<file path="src/rtl/gpio_irq_pkg.sv">
`timescale 1ns/1ps
package gpio_irq_pkg;
  localparam int DATA_W = 32;
  localparam int ADDR_W = 6;
  localparam int IDX_W  = ADDR_W - 2;

  // word indices (byte offset / 4)
  localparam logic [IDX_W-1:0] IDX_OE    = 4'd0;
  localparam logic [IDX_W-1:0] IDX_IN    = 4'd1;
  localparam logic [IDX_W-1:0] IDX_GAP   = 4'd2;
  localparam logic [IDX_W-1:0] IDX_SET   = 4'd3;
  localparam logic [IDX_W-1:0] IDX_CLR   = 4'd4;
  localparam logic [IDX_W-1:0] IDX_IEN   = 4'd5;
  localparam logic [IDX_W-1:0] IDX_ITYPE = 4'd6;
  localparam logic [IDX_W-1:0] IDX_IPOL  = 4'd7;
  localparam logic [IDX_W-1:0] IDX_IPEND = 4'd8;
  localparam logic [IDX_W-1:0] IDX_IMASK = 4'd9;

  typedef struct packed {
    logic             wrOe;
    logic             wrSet;
    logic             wrClr;
    logic             wrIen;
    logic             wrItype;
    logic             wrIpol;
    logic             wrIpend;
    logic             wrImask;
    logic             rdHit;
    logic [IDX_W-1:0] rdIdx;
  } busStrobe_t;
endpackage

</file>
<file path="src/rtl/gpio_ctrl.sv">
`timescale 1ns/1ps
module gpio_ctrl
  import gpio_irq_pkg::*;
(
  input  logic              busSel,
  input  logic              busWrite,
  input  logic [ADDR_W-1:0] busAddr,
  output busStrobe_t        strobe
);
  logic [IDX_W-1:0] wordIdx;
  logic             wrCyc;
  logic             rdCyc;
  logic             unusedLowAddr;

  assign wordIdx       = busAddr[ADDR_W-1:2];
  assign wrCyc         = busSel & busWrite;
  assign rdCyc         = busSel & ~busWrite;
  assign unusedLowAddr = ^busAddr[1:0];

  always_comb begin
    strobe       = '0;
    strobe.rdIdx = wordIdx;
    case (wordIdx)
      IDX_OE:    begin strobe.wrOe    = wrCyc; strobe.rdHit = rdCyc; end
      IDX_IN:    begin                         strobe.rdHit = rdCyc; end
      IDX_SET:   begin strobe.wrSet   = wrCyc; strobe.rdHit = rdCyc; end
      IDX_CLR:   begin strobe.wrClr   = wrCyc; strobe.rdHit = rdCyc; end
      IDX_IEN:   begin strobe.wrIen   = wrCyc; strobe.rdHit = rdCyc; end
      IDX_ITYPE: begin strobe.wrItype = wrCyc; strobe.rdHit = rdCyc; end
      IDX_IPOL:  begin strobe.wrIpol  = wrCyc; strobe.rdHit = rdCyc; end
      IDX_IPEND: begin strobe.wrIpend = wrCyc; strobe.rdHit = rdCyc; end
      IDX_IMASK: begin strobe.wrImask = wrCyc; strobe.rdHit = rdCyc; end
      default:   begin end
    endcase
  end
endmodule

</file>
<file path="src/rtl/gpio_sync.sv">
`timescale 1ns/1ps
module gpio_sync #(
  parameter int WIDTH  = 8,
  parameter int STAGES = 2
) (
  input  logic             clk,
  input  logic             rstN,
  input  logic [WIDTH-1:0] din,
  output logic [WIDTH-1:0] dout
);
  logic [WIDTH-1:0] stage [STAGES];

  for (genvar s = 0; s < STAGES; s++) begin : g_stage
    if (s == 0) begin : g_first
      always_ff @(posedge clk or negedge rstN) begin
        if (!rstN) stage[0] <= '0;
        else       stage[0] <= din;
      end
    end else begin : g_next
      always_ff @(posedge clk or negedge rstN) begin
        if (!rstN) stage[s] <= '0;
        else       stage[s] <= stage[s-1];
      end
    end
  end

  assign dout = stage[STAGES-1];
endmodule

</file>
<file path="src/rtl/gpio_datapath.sv">
`timescale 1ns/1ps
module gpio_datapath
  import gpio_irq_pkg::*;
#(
  parameter int PIN_COUNT   = 8,
  parameter bit OE_INVERT   = 1'b0,
  parameter int SYNC_STAGES = 2
) (
  input  logic                 clk,
  input  logic                 rstN,
  input  busStrobe_t           strobe,
  input  logic [DATA_W-1:0]    busWdata,
  output logic [DATA_W-1:0]    busRdata,
  input  logic [PIN_COUNT-1:0] padIn,
  output logic [PIN_COUNT-1:0] padOut,
  output logic [PIN_COUNT-1:0] padOutEn,
  output logic                 irqOut
);
  localparam int PAD_W = DATA_W - PIN_COUNT;

  logic [PIN_COUNT-1:0] pinWr;
  logic [PIN_COUNT-1:0] oeReg, outReg, ienReg, itypeReg, ipolReg, imaskReg, ipendReg;
  logic [PIN_COUNT-1:0] syncCur, syncPrev;
  logic [PIN_COUNT-1:0] riseVec, fallVec, pendNext;
  logic [PIN_COUNT-1:0] rdVal;
  logic                 unusedWdata;

  assign pinWr       = busWdata[PIN_COUNT-1:0];
  assign unusedWdata = ^busWdata[DATA_W-1:PIN_COUNT];

  gpio_sync #(.WIDTH(PIN_COUNT), .STAGES(SYNC_STAGES)) sync_i (
    .clk  (clk),
    .rstN (rstN),
    .din  (padIn),
    .dout (syncCur)
  );

  assign riseVec = syncCur & ~syncPrev;
  assign fallVec = ~syncCur & syncPrev;

  // per-pin pending update: level pins track, edge pins latch (set beats clear)
  for (genvar p = 0; p < PIN_COUNT; p++) begin : g_pin
    logic edgeHit, levelHit, clrHit;
    assign edgeHit  = ipolReg[p] ? riseVec[p] : fallVec[p];
    assign levelHit = (syncCur[p] == ipolReg[p]);
    assign clrHit   = strobe.wrIpend & pinWr[p];
    assign pendNext[p] = itypeReg[p]
                       ? (ienReg[p] & levelHit)
                       : ((ipendReg[p] & ~clrHit) | (ienReg[p] & edgeHit));
  end

  always_ff @(posedge clk or negedge rstN) begin
    if (!rstN) begin
      oeReg    <= '0;
      outReg   <= '0;
      ienReg   <= '0;
      itypeReg <= '0;
      ipolReg  <= '0;
      imaskReg <= '0;
      ipendReg <= '0;
      syncPrev <= '0;
    end else begin
      syncPrev <= syncCur;
      ipendReg <= pendNext;
      if (strobe.wrOe)    oeReg    <= pinWr;
      if (strobe.wrIen)   ienReg   <= pinWr;
      if (strobe.wrItype) itypeReg <= pinWr;
      if (strobe.wrIpol)  ipolReg  <= pinWr;
      if (strobe.wrImask) imaskReg <= pinWr;
      if (strobe.wrSet)      outReg <= outReg | pinWr;
      else if (strobe.wrClr) outReg <= outReg & ~pinWr;
    end
  end

  always_comb begin
    rdVal = '0;
    if (strobe.rdHit) begin
      case (strobe.rdIdx)
        IDX_OE:    rdVal = oeReg;
        IDX_IN:    rdVal = syncCur;
        IDX_SET:   rdVal = outReg;
        IDX_CLR:   rdVal = outReg;
        IDX_IEN:   rdVal = ienReg;
        IDX_ITYPE: rdVal = itypeReg;
        IDX_IPOL:  rdVal = ipolReg;
        IDX_IPEND: rdVal = ipendReg;
        IDX_IMASK: rdVal = imaskReg;
        default:   rdVal = '0;
      endcase
    end
  end

  assign busRdata = {{PAD_W{1'b0}}, rdVal};
  assign padOut   = outReg;

  if (OE_INVERT) begin : g_oe_inv
    assign padOutEn = ~oeReg;
  end else begin : g_oe_norm
    assign padOutEn = oeReg;
  end

  assign irqOut = |(ipendReg & ienReg & imaskReg);
endmodule

</file>
<file path="src/rtl/gpio_irq_ctrl.sv">
`timescale 1ns/1ps
module gpio_irq_ctrl
  import gpio_irq_pkg::*;
#(
  parameter int PIN_COUNT = 8,
  parameter bit OE_INVERT = 1'b0
) (
  input  logic                 clk,
  input  logic                 rstN,
  input  logic                 busSel,
  input  logic                 busWrite,
  input  logic [ADDR_W-1:0]    busAddr,
  input  logic [DATA_W-1:0]    busWdata,
  output logic [DATA_W-1:0]    busRdata,
  input  logic [PIN_COUNT-1:0] padIn,
  output logic [PIN_COUNT-1:0] padOut,
  output logic [PIN_COUNT-1:0] padOutEn,
  output logic                 irqOut
);
  busStrobe_t strobe;

  gpio_ctrl ctrl_i (
    .busSel   (busSel),
    .busWrite (busWrite),
    .busAddr  (busAddr),
    .strobe   (strobe)
  );

  gpio_datapath #(
    .PIN_COUNT   (PIN_COUNT),
    .OE_INVERT   (OE_INVERT),
    .SYNC_STAGES (2)
  ) dp_i (
    .clk      (clk),
    .rstN     (rstN),
    .strobe   (strobe),
    .busWdata (busWdata),
    .busRdata (busRdata),
    .padIn    (padIn),
    .padOut   (padOut),
    .padOutEn (padOutEn),
    .irqOut   (irqOut)
  );
endmodule

</file>
<file path="config.mk">
export PLATFORM = sky130hd
export DESIGN_NAME = gpio_irq_ctrl
export DESIGN_NICKNAME = d
export VERILOG_FILES = /design/src/rtl/gpio_irq_pkg.sv /design/src/rtl/gpio_ctrl.sv /design/src/rtl/gpio_sync.sv /design/src/rtl/gpio_datapath.sv /design/src/rtl/gpio_irq_ctrl.sv
export SDC_FILE = /design/constraint.sdc
export NUM_CORES = 1
export LEC_CHECK = 0
export ABC_AREA = 1
export BUFFER_PORTS_ARGS = -buffer_cell sky130_fd_sc_hd__buf_2
export CORE_MARGIN = 2
export CORE_UTILIZATION = 45
export CTS_BUF_LIST = sky130_fd_sc_hd__clkbuf_2 sky130_fd_sc_hd__clkbuf_4 sky130_fd_sc_hd__clkbuf_8
export DETAILED_ROUTE_END_ITERATION = 7
export PLACE_DENSITY = 0.76
export SKIP_CTS_REPAIR_TIMING = 1
export SLEW_MARGIN = 20
export SYNTH_ARGS = -nofsm -noshare
export SYNTH_HDL_FRONTEND = slang
export SYNTH_SLANG_ARGS = --single-unit
export TNS_END_PERCENT = 30
</file>
<file path="constraint.sdc">
create_clock -name clk -period 1.5 [get_ports clk]
set_input_delay 0.3 -clock clk [delete_from_list [all_inputs] [get_ports clk]]
set_output_delay 0.3 -clock clk [all_outputs]
set_load 0.005 [all_outputs]
</file>
Word level (Yosys, flattened, before mapping)
Cells that the tools add are included.
{ "word_totals": {"register_bits": 80, "latchBits": 0, "ram_bits": 0, "romBits": 0, "in_bits": 50, "wordCells": 120, "memories": 0} }
{ "classes": {"n_addsub": 0, "n_mul": 0, "n_div": 0, "magnitude_cmp": 0, "n_eq_ne": 16, "shifts": 0, "mux": 29, "bitwise": 60, "reduce_logical": 5} }
{ "op_table": {"columns": ["op", "n"], "rows": [
  ["one-hot mux 8 bit (8 select lines)", 1],
  ["AND 8 bit", 5],
  ["AND 1 bit", 34],
  ["2-to-1 mux 1 bit", 25],
  ["2-to-1 mux 8 bit", 3],
  ["NOT 8 bit", 3],
  ["== test 4 x 3 -> 1 bit (second input constant)", 4],
  ["NOT 1 bit", 9],
  ["OR reduction 9 bit", 1],
  ["== test 1 bit", 8],
  ["== test 4 bit (second input constant)", 2],
  ["OR 1 bit", 8],
  ["OR 8 bit", 1],
  ["OR reduction 8 bit", 1],
  ["== test 4 x 1 -> 1 bit (second input constant)", 1],
  ["== test 4 x 2 -> 1 bit (second input constant)", 1],
  ["logical NOT 4 bit", 1],
  ["nonzero test 2 bit", 1],
  ["OR reduction 2 bit", 1]
]} }

Logic depth before layout (Yosys ltp)
Gate-level depths: netlist (run 1).
{ "depth": {"ltp_word": 7, "depth_mapped": 9, "depth_no_buf": 9} }

By module
From an unflattened synthesis (run 1), not the netlist that was laid out.
{ "unflattened": {"cells_unflattened": 515, "area_unflattened_um2": 4110.2} }
{ "modules_own_cells": {"columns": ["module", "instances", "cells_per_inst", "area_per_inst_um2"], "rows": [
  ["gpio_datapath", 1, 459, 3450.8],
  ["gpio_sync", 1, 24, 460.4],
  ["gpio_ctrl", 1, 32, 198.9]
]} }

Least setup slack after synthesis (run 1)
No wires, ideal clock.
{ "synth_path": {"path_type": "input port to output port", "from": "in busAddr[5]", "to": "out busRdata[6]", "arrival_ps": 1137, "t_required_ps": 1200, "slack_ps": 63, "stages": 8, "n_path_buf": 1, "cell_sequence": "nor2_2 > buf_2 > nand3_1 > nand2_1 > inv_1 > nand3_1 > nor2_1 > nor2_1"} }
{ "synth_between": {"elab_chain_cells": 4, "word_cells_on_any_way": 14, "classes_between": "eq/ne (8); mux (3); reduce/logical (3)"} }
{ "synth_rtl": {"columns": ["element", "line_no", "source"], "rows": [
  ["start: declaration", "gpio_irq_ctrl.sv:12", "input logic [ADDR_W-1:0] busAddr,"],
  ["== test 4 x 2 -> 1 bit, or another cell as far along", "gpio_ctrl.sv:23, gpio_datapath.sv:78", null],
  ["OR reduction 2 bit (no source line) / OR reduction 9 bit (equally long branches)", null, null],
  ["one-hot mux 8 bit (8 select lines) / 2-to-1 mux 1 bit (equally long branches)", "gpio_datapath.sv:78, gpio_ctrl.sv:23", null],
  ["2-to-1 mux 8 bit (*)", "gpio_datapath.sv:77", "if (strobe.rdHit) begin"],
  ["end: declaration", "gpio_irq_ctrl.sv:14", "output logic [DATA_W-1:0] busRdata,"]
]} }
Every way passes the cells marked *; elsewhere a longest branch is shown, timed or not.

Worst setup path in the final report (run 1)
{ "layout_path": {"from": "in busAddr[4]", "to": "out busRdata[0]"} }
The elaborated chain is that of the path after synthesis.

==> run_results.csv, run 1 <==
group,metric,value,unit
status,status,"finished, violations left",
status,violations,"setup timing",
route,dr.pass1.iters,5,
setup_path,worstSetupEndpointType,"output port",
placed_design,portBuffers,48,
clocking,root_buffer,"clkbuf_8",
setup_path,worstSetupPathType,"in2out",
route,drt_iter0_drc,299,
route,wl_per_cell,15.1,um
setup_path,r2r_slack,0.52,ns
synth,synth_top_cell_by_area,"dfrtp_1",
setup_path,critPathLaunchType,"primary input",
timing,fmax,0.573,GHz
setup_path,cp.arrival,1.45,ns
hold_path,min_path_cells,1,
layout,n_fill_cell,730,
global_routing,antenna_found_initial,0,
hold_path,hold_path_end,"dp_i.sync_i.stage[15]$_DFF_PN0_",
setup_path,reg2reg_to,"dp_i.ipendReg[7]$_DFF_PN0_",
job,maxCapViolCount,0,
global_routing,grt_max_degree,34,
clocking,cts_tree,"yes",
route,via_per_inst,5.25,
synth,synth_area,0.00389,mm2
timing,period_needed,1.75,ns
clocking,clk_pin_slew,0.08,ns
setup_path,r2r_start,"dp_i.ipolReg[7]$_DFFE_PN0P_",
layout,syn_to_final_growth,24.1,%
global_routing,grt_usage,21.8,%
layout,nets,627,
clocking,clock_path_buffers,2,
layout,drive_gt1_share,22.2,%
timing,min_period_over_period,116,%
global_routing,grt_pass1_vias,3312,
clocking,numCtsBuffers,9,
layout,antenna_cells,0,
timing,rsz0062_at_grt,"yes",
floorplanning,io_pins,99,
hold_path,hold_path_class,"in2reg",
synth,avgSynthCellArea,8.07,um2
floorplanning,dieWidth,97.0,um
timing,finalSetupTns,-1.79,ns
hold_path,hp-start,"padIn[7]",
global_routing,gr-total-overflow,0,
floorplanning,coreArea,0.00830,mm2
timing,final-hold-violation-count,0,
placed_design,dpl.hpwl,6820,um
power_and_ir_drop,p_total,5.38,mW
clocking,htree_levels,3,
timing,fin_skew,0.00685,ns
synth,synth-seq-cells,80,
route,drc,0,
synth,synth_top_area_share,51.5,%
synth,yosys_warnings,0,
clocking,clock_latency,0.36,ns
floorplanning,num_rows,33,
layout,final_util,58.2,%
placed_design,gp_congestion,0.830,
power_and_ir_drop,ir_drop,0.893,mV
synth,synth.area.top_cells,"dfrtp_1 51%, nand2_1 13%, nand3_1 9.4%",
synth,ys_seq_area_share,51.5,%
setup_path,reg2regPathDepth,5,
synth,synthCells,482,
setup_path,crit_required,1.20,ns
floorplanning,die_area,0.00940,mm2
global_routing,grt_pass1_wl,16200,um
placed_design,dpl_cell_area,0.00446,mm2
route,final_antenna_net_count,0,
timing,setup_ws,-0.245,ns
synth,ys_types,23,
layout,postLayoutCellArea,0.00483,mm2
floorplanning,start_util,46.9,%
power_and_ir_drop,p_leak,2.48,nW
route,totalWireLength,10400,um
clocking,clkSinkCount,80,
power_and_ir_drop,power_density,1110,mW/mm2
route,via_count,3607,
setup_path,path_max_fanout,9,
floorplanning,fp.dieH,97.0,um
timing,setup_viol,9,
timing,final-max-slew-violation-count,0,
==> logic make-up (layout without fill, tap and decap cells) <==
kind of cell,Yosys count,in the layout,synth area share [%]
DFF,80,80,51.5
and+or+nand+nor,251,252,28.5
other,1,24,0.0964
AOI/OAI and AO/OA,68,68,9.33
buffers and inverters,82,158,10.6
==> power by group <==
part | switching, mW | internal, mW | total, mW
clock network | 0.787 | 0.853 | 1.64
logic | 0.503 | 0.405 | 0.908
registers | 0.324 | 2.51 | 2.83
==> synth_stat cells <==
master,number
nand2_1,137
dfrtp_1,80
nand3_1,73
o21ai_0,55
inv_1,46
buf_4,24
nor2_1,23
o31ai_1,7
buf_2,6
nor2_4,5
nand2_2,4
nor2_2,4
o21ai_1,4
inv_2,3
clkbuf_1,2
nand4_1,2
a21boi_0,1
buf_6,1
conb_1,1
nand3_2,1
nand3b_1,1
o211ai_1,1
or2_2,1
==> per-layer routing <==
layer	up-vias	global-route usage [%]	share of wire, %
met5	-	0	0
met4	0	10.1	2.9
met3	25	3.68	10
met2	209	35.0	46
met1	1666	28.8	41
li1	1707	-	-
==> how the worst max path moves through the flow <==
stage,slack (ns),endpoint,from
6_report,-0.25,busRdata[0],busAddr[4]
5_1_grt,-0.31,busRdata[2],busAddr[4]
4_1_cts,-0.25,irqOut,dp_i.ienReg[2]$_DFFE_PN0P_
3_5_place_dp,-0.24,busRdata[5],busAddr[3]
3_3_place_gp,-0.20,busRdata[5],busAddr[3]
2_1_floorplan,0.06,busRdata[6],busAddr[5]
==> sequential cells by signal, indices dropped and copies added, names as in the netlist, named ones only <==
| register | count |
|---|---|
| dp_i.ipolReg | 8 |
| dp_i.syncPrev | 8 |
| dp_i.sync_i.dout | 8 |
| dp_i.ipendReg | 8 |
| dp_i.imaskReg | 8 |
| dp_i.itypeReg | 8 |
| dp_i.ienReg | 8 |
| dp_i.sync_i.stage | 8 |
| dp_i.padOutEn | 8 |
==> cell usage in the layout, fill, tap and decap left out, types with 2 or more instances in the layout <==
| master | instances |
|---|---|
| nand2_1 | 136 |
| dfrtp_1 | 80 |
| nand3_1 | 73 |
| o21ai_0 | 55 |
| inv_1 | 45 |
| buf_2 | 44 |
| buf_4 | 34 |
| conb_1 | 24 |
| nor2_1 | 23 |
| clkbuf_8 | 11 |
| o31ai_1 | 7 |
| nor2_4 | 6 |
| buf_12 | 6 |
| nand2_2 | 5 |
| inv_2 | 4 |
| o21ai_1 | 4 |
| buf_8 | 4 |
| nor2_2 | 3 |
| buf_6 | 3 |
| nand4_1 | 2 |
| clkinv_2 | 2 |
| clkinvlp_4 | 2 |
==> area by class of cell <==
type                    instances  area, um2  share of cell area (%)
inverters                      49        184                    3.81
repair buffers                 93        724                    15.0
well taps                     105        131                    2.72
clock buffers                  11        151                    3.14
clock inverters                 5       55.1                    1.14
multi-input cells             344       1580                    32.7
flip-flops and latches         80       2000                    41.5
==> through the flow <==
stage | hold slack [ns] | std cells | setup slack [ns]
finish | 0.0396 | 687 | -0.245
global route | 0.0319 | 687 | -0.313
CTS | -0.169 | 678 | -0.248
detailed placement | 0.218 | 662 | -0.242
global placement | 0.214 | 662 | -0.196
floorplan | 0.00441 | 505 | 0.0633
==> worst max-delay path, cell delays in order <==
cell and delay (ns):
buf_4 0.13, buf_4 0.13, nor2_4 0.12, buf_12 0.14, buf_8 0.12, nand3_1 0.07, nand2_1 0.06, inv_1 0.04
nand2_1 0.05, nor2_1 0.04, nor2_1 0.11, buf_2 0.13
Power figures use the tool's default switching activity.
==> inputs of run 2 (changes only) <==
Settings changed: RECOVER_POWER set to 50.
==> run 2 against run 1 <==
Effect of this change:
- the flow still finishes with violations (setup timing)
- sequential power hardly changed
- highest routed layer unchanged
- clock-buffer cell count stayed put
- largest cell class unchanged
- sequential share of layout area is 0.24 points higher
==> run_results.csv, run 2 (synthesis results as in run 1) <==
group,metric,value,unit
status,status,"finished, violations left",
status,violations,"setup timing",
setup_path,critPathLaunchType,"flip-flop",
timing,setup_viol,9,
timing,tightest_slew,0.514,ns
power_and_ir_drop,ir_drop,0.891,mV
timing,final-max-slew-violation-count,0,
placed_design,portBuffers,48,
route,dr.pass1.iters,6,
setup_path,worstSetupPathType,"reg2out",
timing,fmax,0.574,GHz
route,via_per_inst,5.23,
placed_design,place_ws,-0.242,ns
job,maxCapViolCount,0,
timing,setup_ws,-0.242,ns
global_routing,grt_pass1_wl,16200,um
timing,final-hold-violation-count,0,
clocking,clock_latency,0.36,ns
clocking,cts_tree,"yes",
global_routing,antenna_found_initial,0,
route,drc,0,
global_routing,grt_usage,21.8,%
setup_path,cpPeakStageDelay,0.44,ns
setup_path,crit_required,1.20,ns
power_and_ir_drop,p_leak,2.47,nW
route,totalWireLength,10400,um
layout,antenna_cells,0,
clocking,clkSinkCount,80,
floorplanning,io_pins,99,
setup_path,cpMaxStageDelayCell,"dfrtp_1",
floorplanning,start_util,46.9,%
route,via_count,3592,
clocking,clk_pin_slew,0.08,ns
hold_path,hp-start,"padIn[7]",
layout,final_common_cell,"nand2_1",
power_and_ir_drop,power_density,1120,mW/mm2
layout,drive_gt1_share,22.2,%
setup_path,startpoint,"dp_i.ienReg[1]$_DFFE_PN0P_",
route,final_antenna_net_count,0,
layout,layout_common_cells,"136 x nand2_1, 80 x dfrtp_1, 73 x nand3_1, 55 x o21ai_0, 45 x inv_1",
timing,period_needed,1.74,ns
timing,finalSetupTns,-1.83,ns
floorplanning,num_rows,33,
layout,syn_to_final_growth,23.4,%
clocking,root_buffer,"clkbuf_8",
clocking,clock_path_buffers,2,
global_routing,grt_pass1_vias,3312,
setup_path,crit_path_cell_trace,"nand3_1 -> nand4_1 -> or2_2 -> buf_2",
setup_path,crit_buf_inv,1,
setup_path,path_max_fanout,4,
timing,fin_skew,0.00671,ns
timing,min_period_over_period,116,%
floorplanning,dieWidth,97.0,um
clocking,htree_levels,3,
floorplanning,die_area,0.00940,mm2
placed_design,dpl.hpwl,6820,um
layout,nets,627,
clocking,numCtsBuffers,9,
hold_path,hold_path_class,"in2reg",
floorplanning,fp.dieH,97.0,um
route,drt_iter0_drc,331,
power_and_ir_drop,p_total,5.38,mW
global_routing,gr-total-overflow,0,
timing,timing.hold.ws,0.0376,ns
setup_path,worstSetupEndpointType,"output port",
setup_path,r2r_start,"dp_i.ipolReg[7]$_DFFE_PN0P_",
setup_path,cp_top_family,"simple AND/OR/NAND/NOR gates",
timing,rsz0062_at_grt,"yes",
floorplanning,coreArea,0.00830,mm2
placed_design,gp_congestion,0.830,
route,wl_per_cell,15.1,um
timing,max_slew_margin,65.7,%
global_routing,grt_max_degree,34,
setup_path,cp.arrival,1.44,ns
-- run 2: final timing paths --
| check | cells after the start | slack [ns] | endpoint |
|---|---|---|---|
| setup / recovery | 4 | -0.24 | irqOut |
| hold / removal | 1 | 0.04 | dp_i.sync_i.stage[15]$_DFF_PN0_ |
| setup reg to reg | 5 | 0.51 | dp_i.ipendReg[7]$_DFF_PN0_ |
| hold reg to reg | 0 | 0.34 | dp_i.sync_i.dout[3]$_DFF_PN0_ |
| max in group asynchronous | 3 | 0.17 | async pin |
| min in group asynchronous | 2 | 0.44 | dp_i.padOutEn[3]$_DFFE_PN0P_ |
-- run 2: metrics by stage --
stage / utilization, % / instances / cell area (um2)
floorplan: - / 505 / 3980
global placement: 53.8 / 662 / 4460
detailed placement: 53.8 / 662 / 4460
CTS: 56.2 / 678 / 4670
global route: 57.8 / 687 / 4800
finish: 57.8 / 687 / 4800
-- run 2: area by class of cell --
class | instances | area [um2]
Tap cell | 105 | 131
Fill cell | 734 | 3500
Multi-Input combinational cell | 344 | 1580
Clock inverter | 5 | 55.1
Timing Repair Buffer | 93 | 697
Clock buffer | 11 | 151
Inverter | 49 | 184
Sequential cell | 80 | 2000
-- run 2: report_power, final --
part	total, mW	internal, mW	switching, mW
clock network	1.65	0.853	0.792
logic	0.897	0.397	0.500
registers	2.83	2.51	0.325
-- run 2: routing by layer --
| layer | share of wire, % | global-route usage (%) |
|---|---|---|
| met5 | 0 | 0 |
| met4 | 2.7 | 10.1 |
| met3 | 9.6 | 3.68 |
| met2 | 46 | 35.0 |
| met1 | 41 | 28.8 |
-- run 2: worst reg2reg max path: stages, from the launching register on --
cell	delay, ns
dfrtp_1	0.44
a21boi_0	0.25
nand2_1	0.08
nand2_1	0.06
nand2_1	0.05
nand2_1	0.06
==> inputs of run 3 (changes only) <==
Settings changed: SKIP_CTS_REPAIR_TIMING 1 to not set.
==> run 3 against run 2 <==
Effect of this change:
- the run still ends with setup timing left
- setup slack gained 0.019 ns
- critical path depth grew 7
- via count up 1.6%
- wire length grew 3.6%
- sequential power about the same
- sequential share of layout area decreased by 1.1 points
- combinational power rose by 14%
- highest routed layer unchanged
==> run_results.csv, run 3 (synthesis results as in run 1) <==
group,metric,value,unit
timing,max_slew_margin,64.8,%
layout,nets,636,
power_and_ir_drop,swShare,30.2,%
power_and_ir_drop,seq_power_share,51.4,%
setup_path,crit_required,1.20,ns
power_and_ir_drop,p_total,5.49,mW
job,maxCapViolCount,0,
clocking,clkSinkCount,80,
timing,fin_skew,0.00737,ns
floorplanning,num_rows,33,
timing,tightest_slew,0.528,ns
power_and_ir_drop,ir_drop,0.891,mV
timing,fmax,0.580,GHz
timing,setup_viol,9,
setup_path,crit_buf_inv,4,
global_routing,grt_usage,22.2,%
placed_design,place_ws,-0.242,ns
route,via_per_inst,5.24,
global_routing,gr-total-overflow,0,
global_routing,grt_pass1_vias,3384,
route,totalWireLength,10800,um
floorplanning,coreArea,0.00830,mm2
floorplanning,dieWidth,97.0,um
placed_design,gp_congestion,0.830,
power_and_ir_drop,p_clk_share,30.1,%
route,wl_per_cell,15.5,um
power_and_ir_drop,pwr-share-comb,18.5,%
power_and_ir_drop,p_sw,1.66,mW
timing,timing.hold.ws,0.0381,ns
setup_path,worstSetupPathType,"in2out",
timing,period_needed,1.72,ns
global_routing,antenna_found_initial,0,
route,dr.pass1.iters,6,
placed_design,portBuffers,48,
setup_path,cp_top_family,"simple AND/OR/NAND/NOR gates",
power_and_ir_drop,p_leak,2.53,nW
clocking,clock_latency,0.36,ns
layout,drive_gt1_share,23.9,%
setup_path,worstSetupEndpointType,"output port",
global_routing,grt_max_degree,34,
layout,syn_to_final_growth,26.7,%
clocking,numCtsBuffers,9,
clocking,htree_levels,3,
layout,final_util,59.4,%
clocking,cts_tree,"yes",
timing,rsz0062_at_grt,"yes",
setup_path,path_max_fanout,6,
layout,n_fill_cell,718,
timing,setup_ws,-0.223,ns
clocking,clk_pin_slew,0.08,ns
power_and_ir_drop,power.internal,3.83,mW
global_routing,grt_pass1_wl,16500,um
timing,final-max-slew-violation-count,0,
floorplanning,io_pins,99,
clocking,root_buffer,"clkbuf_8",
layout,multiInputGateArea,0.00159,mm2
power_and_ir_drop,power_density,1110,mW/mm2
route,drt_iter0_drc,326,
layout,final_common_cell,"nand2_1",
floorplanning,die_area,0.00940,mm2
setup_path,cp.arrival,1.42,ns
route,final_antenna_net_count,0,
hold_path,hold_path_class,"in2reg",
floorplanning,fp.dieH,97.0,um
setup_path,crit_path_cell_trace,"buf_4 -> nand2_2 -> inv_1 -> nand2_1 -> nand2_4 -> buf_4 -> nand2_1 -> nand3_1 -> nor2_1 -> nor2_1 -> buf_2",
layout,seqCellArea,0.00200,mm2
timing,min_period_over_period,115,%
layout,antenna_cells,0,
placed_design,dpl.hpwl,6820,um
setup_path,cpMaxStageDelayCell,"buf_4",
route,via_count,3648,
layout,layout_common_cells,"134 x nand2_1, 80 x dfrtp_1, 72 x nand3_1, 55 x o21ai_0, 45 x inv_1",
setup_path,critPathLaunchType,"primary input",
setup_path,cpPeakStageDelay,0.18,ns
clocking,clock_path_buffers,2,
timing,final-hold-violation-count,0,
status,status,"finished, violations left",
floorplanning,start_util,46.9,%
status,violations,"setup timing",
route,drc,0,
-- run 3: cell types whose count changed in the layout (fill, tap and decap cells not counted), sizes merged --
cell	previous run	this run
buf	88	96
clkbuf	15	17
nand2	142	141
-- run 3: per-stage QoR --
stage | instances | setup TNS [ns] | area (um2)
floorplan | 505 | 0 | 3980
global placement | 662 | -1.88 | 4460
detailed placement | 662 | -3.05 | 4460
CTS | 685 | -1.43 | 4760
global route | 696 | -4.12 | 4930
finish | 696 | -1.89 | 4930
-- run 3: worst register-to-register path, stage by stage, from the launching register on --
cell	delay (ns)
dfrtp_1	0.43
a21boi_0	0.24
nand2_1	0.08
nand2_1	0.06
nand2_1	0.05
nand2_1	0.06
-- run 3: path summary, 6_finish.rpt --
| path | from | end | slack, ns | depth (start not counted) |
|---|---|---|---|---|
| min in group asynchronous | rstN | dp_i.padOutEn[3]$_DFFE_PN0P_ | 0.44 | 2 |
| min | padIn[7] | dp_i.sync_i.stage[15]$_DFF_PN0_ | 0.04 | 1 |
| max reg2reg | dp_i.ipolReg[7]$_DFFE_PN0P_ | dp_i.ipendReg[7]$_DFF_PN0_ | 0.52 | 5 |
| min reg2reg | dp_i.sync_i.stage[11]$_DFF_PN0_ | dp_i.sync_i.dout[3]$_DFF_PN0_ | 0.34 | 0 |
| max in group asynchronous | rstN | async pin | 0.15 | 3 |
| max | busAddr[3] | busRdata[3] | -0.22 | 11 |
-- run 3: power groups by stage --
stage          clock [mW]  sequential (mW)  combinational [mW]
6_report             1.65             2.82                1.02
5_1_grt              1.74             2.87                1.15
4_1_cts              1.66             2.81               0.964
3_5_place_dp            0             2.86               0.858
3_3_place_gp            0             2.85               0.818
2_1_floorplan           0             2.79               0.541
-- run 3: per-layer routing --
layer / track usage [%] / share of wire [%]
met2: 35.6 / 48
met4: 10.4 / 2.3
met1: 29.5 / 40
met3: 3.68 / 9.3
met5: 0 / 0
-- run 3: final cells by class --
type,instances,share of cell area [%]
Clock inverter,5,1.12
Sequential cell,80,40.6
Timing Repair Buffer,103,16.5
Clock buffer,11,3.07
Multi-Input combinational cell,343,32.3
Tap cell,105,2.66
Inverter,49,3.78
-- run 3: timing repair --
| action | 4_1_cts | 5_1_grt |
|---|---|---|
| hold buffers | 1 | 0 |
| gates resized for setup | 11 | 30 |
| buffers inserted | 6 | 8 |
| cloned | 0 | 3 |
| pin swaps | 2 | 11 |
| endpoints found under the hold margin | 20 | 0 |
| setup endpoints to repair | 9 | 9 |
